[src/rtl/midpoint_balancer.sv]
module midpoint_balancer #(
  parameter int DW    = 16,
  parameter int CF    = 16,
  parameter int PW    = 48,
  parameter int FLT_A = 409,
  parameter int FLT_B = 64717,
  parameter int K_ZS  = 108134,
  parameter int A_ZS  = 65485,
  parameter int K_CH  = 917504,
  parameter int A_CH  = 64618,
  parameter int THIRD = 21845
) (
  input  logic                 clk,
  input  logic                 rst,
  input  logic                 strobe,
  input  logic                 mode,
  input  logic signed [DW-1:0] v_up,
  input  logic signed [DW-1:0] v_lo,
  input  logic signed [DW-1:0] ref_a,
  input  logic signed [DW-1:0] ref_b,
  input  logic signed [DW-1:0] ref_c,
  input  logic        [DW-2:0] lim,
  output logic                 valid,
  output logic signed [DW-1:0] comp,
  output logic signed [DW-1:0] out_a,
  output logic signed [DW-1:0] out_b,
  output logic signed [DW-1:0] out_c,
  output logic signed [DW-1:0] chop_ref
);

  localparam longint HALF  = 64'sd1 <<< (CF - 1);
  localparam longint SMAX  = (64'sd1 <<< (DW - 1)) - 1;
  localparam longint SMIN  = -(64'sd1 <<< (DW - 1));
  localparam longint KA_ZS = (longint'(K_ZS) * longint'(A_ZS) + HALF) >>> CF;
  localparam longint KA_CH = (longint'(K_CH) * longint'(A_CH) + HALF) >>> CF;

  function automatic logic signed [PW-1:0] rnd(input logic signed [PW-1:0] v);
    return (v + PW'(HALF)) >>> CF;
  endfunction

  function automatic logic signed [DW-1:0] sat(input logic signed [PW-1:0] v);
    if (v > PW'(SMAX)) return DW'(SMAX);
    if (v < PW'(SMIN)) return DW'(SMIN);
    return v[DW-1:0];
  endfunction

  logic signed [DW-1:0] xp, yp, ep;
  logic                 mode_q;
  logic                 clr;
  logic signed [DW-1:0] err, filt, e, unew, third;
  logic signed [PW-1:0] kk, ka, sum, limw;

  assign clr  = rst || (mode != mode_q);
  assign err  = sat(PW'(v_lo) - PW'(v_up));
  assign filt = sat(rnd(PW'(FLT_B) * PW'(yp) + PW'(FLT_A) * (PW'(err) + PW'(xp))));
  assign e    = mode ? err : filt;
  assign kk   = mode ? PW'(K_CH) : PW'(K_ZS);
  assign ka   = mode ? PW'(KA_CH) : PW'(KA_ZS);
  assign sum  = PW'(comp) + rnd(kk * PW'(e) - ka * PW'(ep));
  assign limw = PW'(signed'({1'b0, lim}));

  always_comb begin
    if (sum > limw)       unew = DW'(limw);
    else if (sum < -limw) unew = DW'(-limw);
    else                  unew = DW'(sum);
  end

  assign third = sat(rnd(PW'(THIRD) * PW'(unew)));

  always_ff @(posedge clk) begin
    mode_q <= mode;
    if (clr) begin
      valid <= 1'b0;
      xp <= '0; yp <= '0; ep <= '0;
      comp <= '0; out_a <= '0; out_b <= '0; out_c <= '0; chop_ref <= '0;
    end else begin
      valid <= strobe;
      if (strobe) begin
        if (!mode) begin
          xp <= err;
          yp <= filt;
        end
        ep   <= e;
        comp <= unew;
        out_a <= mode ? ref_a : sat(PW'(ref_a) + PW'(third));
        out_b <= mode ? ref_b : sat(PW'(ref_b) + PW'(third));
        out_c <= mode ? ref_c : sat(PW'(ref_c) + PW'(third));
        chop_ref <= mode ? unew : '0;
      end
    end
  end

  assert_valid_follows_strobe_R2: assert property (@(posedge clk) disable iff (rst)
    (strobe && mode == $past(mode)) |=> valid);

  assert_valid_needs_strobe_R2: assert property (@(posedge clk) disable iff (rst)
    valid |-> $past(strobe));

  assert_hold_between_strobes_R2: assert property (@(posedge clk) disable iff (rst)
    (!strobe && mode == $past(mode)) |=> ($stable(comp) && $stable(out_a) && $stable(chop_ref)));

  assert_no_overshoot_R8: assert property (@(posedge clk) disable iff (rst)
    valid |-> (comp <= $signed({1'b0, $past(lim)}) && comp >= -$signed({1'b0, $past(lim)})));

  assert_mode_switch_clears_R9: assert property (@(posedge clk) disable iff (rst)
    (mode != $past(mode)) |=> (comp == '0 && chop_ref == '0 && !valid));

  assert_chopper_passthrough_R7: assert property (@(posedge clk) disable iff (rst)
    (valid && $past(mode)) |-> (out_a == $past(ref_a) && chop_ref == comp));

  assert_injection_chop_idle_R6: assert property (@(posedge clk) disable iff (rst)
    (valid && !$past(mode)) |-> chop_ref == '0);

endmodule

[config.mk]
export PLATFORM = sky130hd
export DESIGN_NAME = midpoint_balancer
export DESIGN_NICKNAME = d
export VERILOG_FILES = /design/src/rtl/midpoint_balancer.sv
export SDC_FILE = /design/constraint.sdc
export NUM_CORES = 2
export LEC_CHECK = 0
export BUFFER_PORTS_ARGS = -buffer_cell sky130_fd_sc_hd__clkbuf_2
export CELL_PAD_IN_SITES_DETAIL_PLACEMENT = 0
export CELL_PAD_IN_SITES_GLOBAL_PLACEMENT = 1
export CORE_AREA = 3 3 365 367
export CTS_BUF_LIST = sky130_fd_sc_hd__clkbuf_8 sky130_fd_sc_hd__clkbuf_16
export CTS_CLUSTER_SIZE = 25
export DETAILED_ROUTE_END_ITERATION = 12
export DIE_AREA = 0 0 368 370
export GPL_ROUTABILITY_DRIVEN = 0
export PLACE_DENSITY = 0.6
export SETUP_SLACK_MARGIN = 0.5
export SLEW_MARGIN = 40
export SYNTH_ARGS = -nofsm -noshare
export SYNTH_HDL_FRONTEND = slang
export SYNTH_SLANG_ARGS = --single-unit
[constraint.sdc]
create_clock -name clk -period 64.4 [get_ports clk]
set_input_delay 19.32 -clock clk [delete_from_list [all_inputs] [get_ports clk]]
set_output_delay 19.32 -clock clk [all_outputs]
set_load 0.005 [all_outputs]
## Word-level counts from Yosys, hierarchy flattened

Cells that the tools add are included.

- Latch bits: 0
- Register bits: 130
- Bits in writable memories: 0
- Logic and storage cells: 108
- Memories kept: 0
- ROM bits: 0

- Reduce and logical (&&, ||, !) cells: 2
- Shift-type cells: 0
- Add/sub/neg operators: 12
- Bitwise logic cells: 1
- Muxes and demuxes: 63
- Div/mod/pow operators: 0
- Multipliers: 5
- Eq/ne operators: 1
- Magnitude comparators: 14

Operator list:

| kind | count |
|---|---|
| two-way mux 16 bit | 31 |
| greater-than comparator 17 x 16 -> 1 bit (second input constant) | 5 |
| less-than comparator 17 x 16 -> 1 bit (second input constant) | 5 |
| multiplier 21 x 16 -> 37 bit | 2 |
| adder 16 x 16 -> 17 bit | 4 |
| less-than comparator 24 x 48 -> 1 bit | 1 |
| negator 15 -> 48 bit | 1 |
| two-way mux 20 bit | 2 |
| adder 38 x 17 -> 39 bit (second input constant) | 1 |
| subtractor 37 x 37 -> 38 bit | 1 |
| adder 34 x 17 -> 35 bit (second input constant) | 1 |
| adder 33 x 27 -> 34 bit | 1 |
| adder 32 x 17 -> 33 bit (second input constant) | 1 |
| multiplier 17 x 16 -> 33 bit (first input constant) | 1 |
| multiplier 16 x 16 -> 32 bit (first input constant) | 1 |
| two-way mux 1 bit | 30 |
| multiplier 10 x 17 -> 27 bit (first input constant) | 1 |
| adder 16 x 23 -> 24 bit | 1 |
| greater-than comparator 24 x 16 -> 1 bit | 1 |
| greater-than comparator 19 x 16 -> 1 bit (second input constant) | 1 |
| less-than comparator 19 x 16 -> 1 bit (second input constant) | 1 |
| subtractor 16 x 16 -> 17 bit | 1 |
| AND reduction 2 bit | 1 |
| logical OR 1 bit | 1 |
| other kinds (2) | 2 |

## Longest topological paths before layout

- Word-level depth: 41
- Gate-level depth with buffers: 155
- Gate-level depth less buffers: 150

## Worst setup path after synthesis

OpenSTA, ideal clock, no wires.

- Path type: input to register
- Start: input v_lo[0]
- End: register out_c[10]
- Path buffers: 5
- Path slack: 13592 ps
- Library setup time: 131 ps
- Data arrival time: 50677 ps
- Data required time: 64269 ps
- Cell stages on the path: 137
- Cells stage by stage: inv_1 -> ha_1 -> fa_1 -> nor2b_1 -> o21ai_0 -> a21boi_0 -> o21ai_0 -> a21boi_0 -> o21ai_0 -> a21boi_0 -> o21ai_0 -> a21oi_1 -> o21ai_0 -> a21oi_1 -> o41ai_1 -> nor3_1 -> a21oi_1 -> inv_1 -> (+101 left out) -> fa_1 -> nor2b_1 -> o21ai_0 -> a21oi_1 -> o21ai_0 -> a21oi_1 -> o21ai_0 -> a21oi_1 -> o21ai_0 -> a21boi_0 -> o21a_1 -> o2111a_1 -> o32ai_1 -> clkbuf_1 -> maj3_1 -> nor2_1 -> a21oi_1 -> o22ai_1

- Cells in the longest elaborated chain, start to end: 39
- Elaborated cells on any way between the ends: 54
- Classes of those cells: add/sub (9); mul (3); order compare (10); mux (32)

RTL lines:

| item | RTL line | source |
|---|---|---|
| start: declaration | 18 | `input logic signed [DW-1:0] v_lo,` |
| subtractor 16 x 16 -> 17 bit (*) | 54 | `assign err = sat(PW'(v_lo) - PW'(v_up));` |
| less-than comparator 17 x 16 -> 1 bit | 43 | `if (v < PW'(SMIN)) return DW'(SMIN);` |
| two-way mux 1 bit (2 in series) | 43 |  |
| two-way mux 16 bit | 44 | `return v[DW-1:0];` |
| two-way mux 16 bit (*) | 43 |  |
| net err[15] | 50 | `logic signed [DW-1:0] err, filt, e, unew, third;` |
| adder 16 x 16 -> 17 bit | 55 | `assign filt = sat(rnd(PW'(FLT_B) * PW'(yp) + PW'(FLT_A) * (PW'(err) + PW'(xp))));` |
| multiplier 10 x 17 -> 27 bit | 55 |  |
| (+15 left out) | -- |  |
| net unew[15] | 50 |  |
| (+7 left out) | -- |  |
| adder 16 x 16 -> 17 bit (*) | 87 | `out_c <= mode ? ref_c : sat(PW'(ref_c) + PW'(third));` |
| less-than comparator 17 x 16 -> 1 bit | 43 |  |
| two-way mux 1 bit (2 in series) | 43 |  |
| two-way mux 1 bit | 78 | `if (strobe) begin` |
| two-way mux 1 bit | 72 | `if (clr) begin` |
| two-way mux 16 bit | 44 |  |
| two-way mux 16 bit (*) | 43 |  |
| two-way mux 16 bit (*) | 87 |  |
| end signal: assignment | 87 |  |
| end: declaration | 27 | `output logic signed [DW-1:0] out_c,` |

The timed path passes the listed nets; every way through them passes the cells marked *. The select of a mux whose other input is x is not followed.
A chain may end at the register's enable or synchronous reset.

## Worst setup path in the final report

- Start: input v_lo[0]
- End: register out_b[8]

- Cells in the longest elaborated chain, start to end: 39
- Elaborated cells on any way between the ends: 54
- Classes of those cells: add/sub (9); mul (3); order compare (10); mux (32)

RTL lines:

| item | RTL line | source |
|---|---|---|
| subtractor 16 x 16 -> 17 bit (*) | 54 |  |
| less-than comparator 17 x 16 -> 1 bit | 43 |  |
| two-way mux 1 bit (2 in series) | 43 |  |
| two-way mux 16 bit | 44 |  |
| two-way mux 16 bit (*) | 43 |  |
| net err[15] | 50 |  |
| adder 16 x 16 -> 17 bit | 55 |  |
| multiplier 10 x 17 -> 27 bit | 55 |  |
| (+15 left out) | -- |  |
| net unew[6] | 50 |  |
| (+7 left out) | -- |  |
| adder 16 x 16 -> 17 bit (*) | 86 | `out_b <= mode ? ref_b : sat(PW'(ref_b) + PW'(third));` |
| less-than comparator 17 x 16 -> 1 bit | 43 |  |
| two-way mux 1 bit (2 in series) | 43 |  |
| two-way mux 1 bit | 78 |  |
| two-way mux 1 bit | 72 |  |
| two-way mux 16 bit | 44 |  |
| two-way mux 16 bit (*) | 43 |  |
| two-way mux 16 bit (*) | 86 |  |
| end signal: assignment | 86 |  |
| end: declaration | 26 | `output logic signed [DW-1:0] out_b,` |

Marks and branches as above.

==> results.md <==
* Max-cap violations at 0
* Register area share after synthesis at 6.68%
* Crit Path Max Fanout at 26
* First-pass GRT wire length at 186,000 um
* Register bit total from synthesis at 130
* Global Route Usage Sum at 17.8%
* Synth Area per Inst at 8.86 um2
* Core area at 130,000 um2
* Chip height at 370 um
* Setup Skew at 0.0129 ns
* Hold wc startpoint: xp[0]$_SDFFE_PP0P_
* Reg clk slew, reported paths at 0.07 ns
* # setup viols final at 0
* # fillers at 13,900
* Detailed placement HPWL at 105,000 um
* Crit share post-route at 86.1%
* Row cnt at 132
* Initial DRC count at 1,368
* Worst endpoint data arrival time at 55.85 ns
* CP max-delay cell: o22ai_1
* H-Tree Depth at 4
* DIE WIDTH at 368 um
* Largest net degree at the start of global routing at 56
* Top FF cell, synth: dfxtp_1
* Worst slew margin at 45.1%
* Critical Path Sink Type: register
* CP required at 64.80 ns
* Synth cell count leaders: inv_1 (1,126), ha_1 (771), fa_1 (596)
* Cell taking the most area after synthesis: fa_1
* Detail Route Antenna Nets at 0
* Crit Path Class: input port to register
* Tmin final at 55.45 ns
* Cts bufs inserted at 17
* Die ar. at 136,000 um2
* Clk sinks at 130
* Fmax at 18.0 MHz
* Routed vias at 29,400
* Cells after Synth at 4,394
* Slew @ Worst Pin at 0.824 ns
* Grt ovf at 0
* Number of synthesized flops with an enable pin at 0
* Worst hold-check path type: register to register
* Cell Area, Synth at 38,900 um2
* Status: complete, no violations
* CTS resizes at 0
* Nets at 6,019
* FFs w/ async S/R, synth at 0%
* Total of warnings raised by yosys at 0
* Fraction of layout cells with a size suffix above 1 at 6.94%
* Critical R2R Launch: xp[0]$_SDFFE_PP0P_
* PortBufs at 179
* Post-CTS Hold Fix Bufs at 0
* Area Growth Syn to Fin at 9.61%
* Vias in the first global route at 31,200
* Netlist cell types at 87
* Antenna violations before repair at 2
* Slowest stage delay, CP at 0.63 ns
* CP startpoint: v_lo[0]
* Most used cell, CP: fa_1
* Largest cells by area after synthesis: fa_1 (31%), ha_1 (25%), inv_1 (11%), dfxtp_1 (6.7%), a21oi_1 (2.9%)
* Final slew viol count at 0
* Worst setup SP type: input port
* Drt total wl at 119,000 um
* Unrepaired setup endpoints after global routing: false
* Post-CTS Setup Bufs at 0
* WL/cell at 18.9 um
* Clock Root Buffer: clkbuf_16
* TritonCTS clock tree: built
* Initial core utilization at 30.0%
* Count leader, synth: inv_1
* Top Ports at 180
* Final Hold Fails at 0
* Clock Latency Late Sink at 0.49 ns
* Drc violations at 0
* Ant diodes at 0
* Vias per cell at 4.66
* DRT Pass-1 Iters at 5
* Share of the synthesized area in the top cell type at 30.6%
* Max clock buf depth at 2
* Setup TNS at 0 ns
logic make-up after synthesis:
kind of cell | count (synthesis) | synth area share (%)
muxes | 26 | 0.713
other | 2 | 0.0193
AOI/OAI and AO/OA | 759 | 12.6
and+or+nand+nor | 719 | 8.83
DFF | 130 | 6.68
adders and majority gates | 1385 | 55.9
buffers and inverters | 1217 | 11.8
xor gates and xnor gates | 156 | 3.51
flip-flops by register name, summed over array words and instances (netlist names):
register  count
chop_ref     16
comp         16
ep           16
mode_q        1
out_a        16
out_b        16
out_c        16
valid         1
xp           16
yp           16
layout by cell type (no fill, tap or decap), types with 52 or more instances in the layout:
cell type / count
inv_1: 1126
ha_1: 771
fa_1: 596
nor2_1: 246
a21oi_1: 223
nand2_1: 179
clkbuf_2: 177
o21ai_0: 153
dfxtp_1: 130
xnor2_1: 112
a21o_1: 72
a211oi_1: 52
layer usage:
metal | global-route usage, % | vias up | share of wire [%]
li1 | - | 14400 | -
met1 | 24.0 | 14400 | 47
met4 | 3.70 | 2 | 1.9
met3 | 1.84 | 89 | 2.8
met2 | 30.9 | 404 | 48
met5 | 0 | - | 0.0092
cell type report:
type,count,area [um2],share of cell area (%)
multi-input combinational,3067,32000,74.9
inverter,1128,4230,9.92
sequential,130,2600,6.10
tap,1742,2180,5.11
timing repair buffer,209,1130,2.65
clock buffer,19,453,1.06
clock inverter,13,124,0.290
through the flow:
stage	std cells	instance area [um2]	util (%)	worst slack (ns)	hold WS (ns)
2_1_floorplan	4414	39000	-	13.59	0.436
3_3_place_gp	6275	42000	32.3	8.48	0.459
3_5_place_dp	6275	42100	32.4	8.19	0.460
4_1_cts	6307	42700	32.9	8.60	0.471
5_1_grt	6308	42700	32.9	5.96	0.501
6_report	6308	42700	32.9	8.95	0.466
worst paths after layout:
path | to | slack [ns] | cells after the start
worst min-delay path | xp[0]$_SDFFE_PP0P_ | 0.47 | 2
worst max-delay path | out_b[8]$_SDFFE_PP0P_ | 8.95 | 135
worst max register to register | out_b[8]$_SDFFE_PP0P_ | 31.33 | 118
worst min register to register | xp[0]$_SDFFE_PP0P_ | 0.47 | 2
worst max-delay path: cells and delay by family:
kind,cells,cell delay (ns)
mux,2,0.54
simple gates,17,4.15
xor+xnor,2,0.82
buf+inv,19,2.19
fa+ha+maj,32,13.65
compound gates,63,15.05
Power is left out: the tool's default activity adds up to more than one toggle a clock period on the data nets, which glitch-free logic cannot reach.
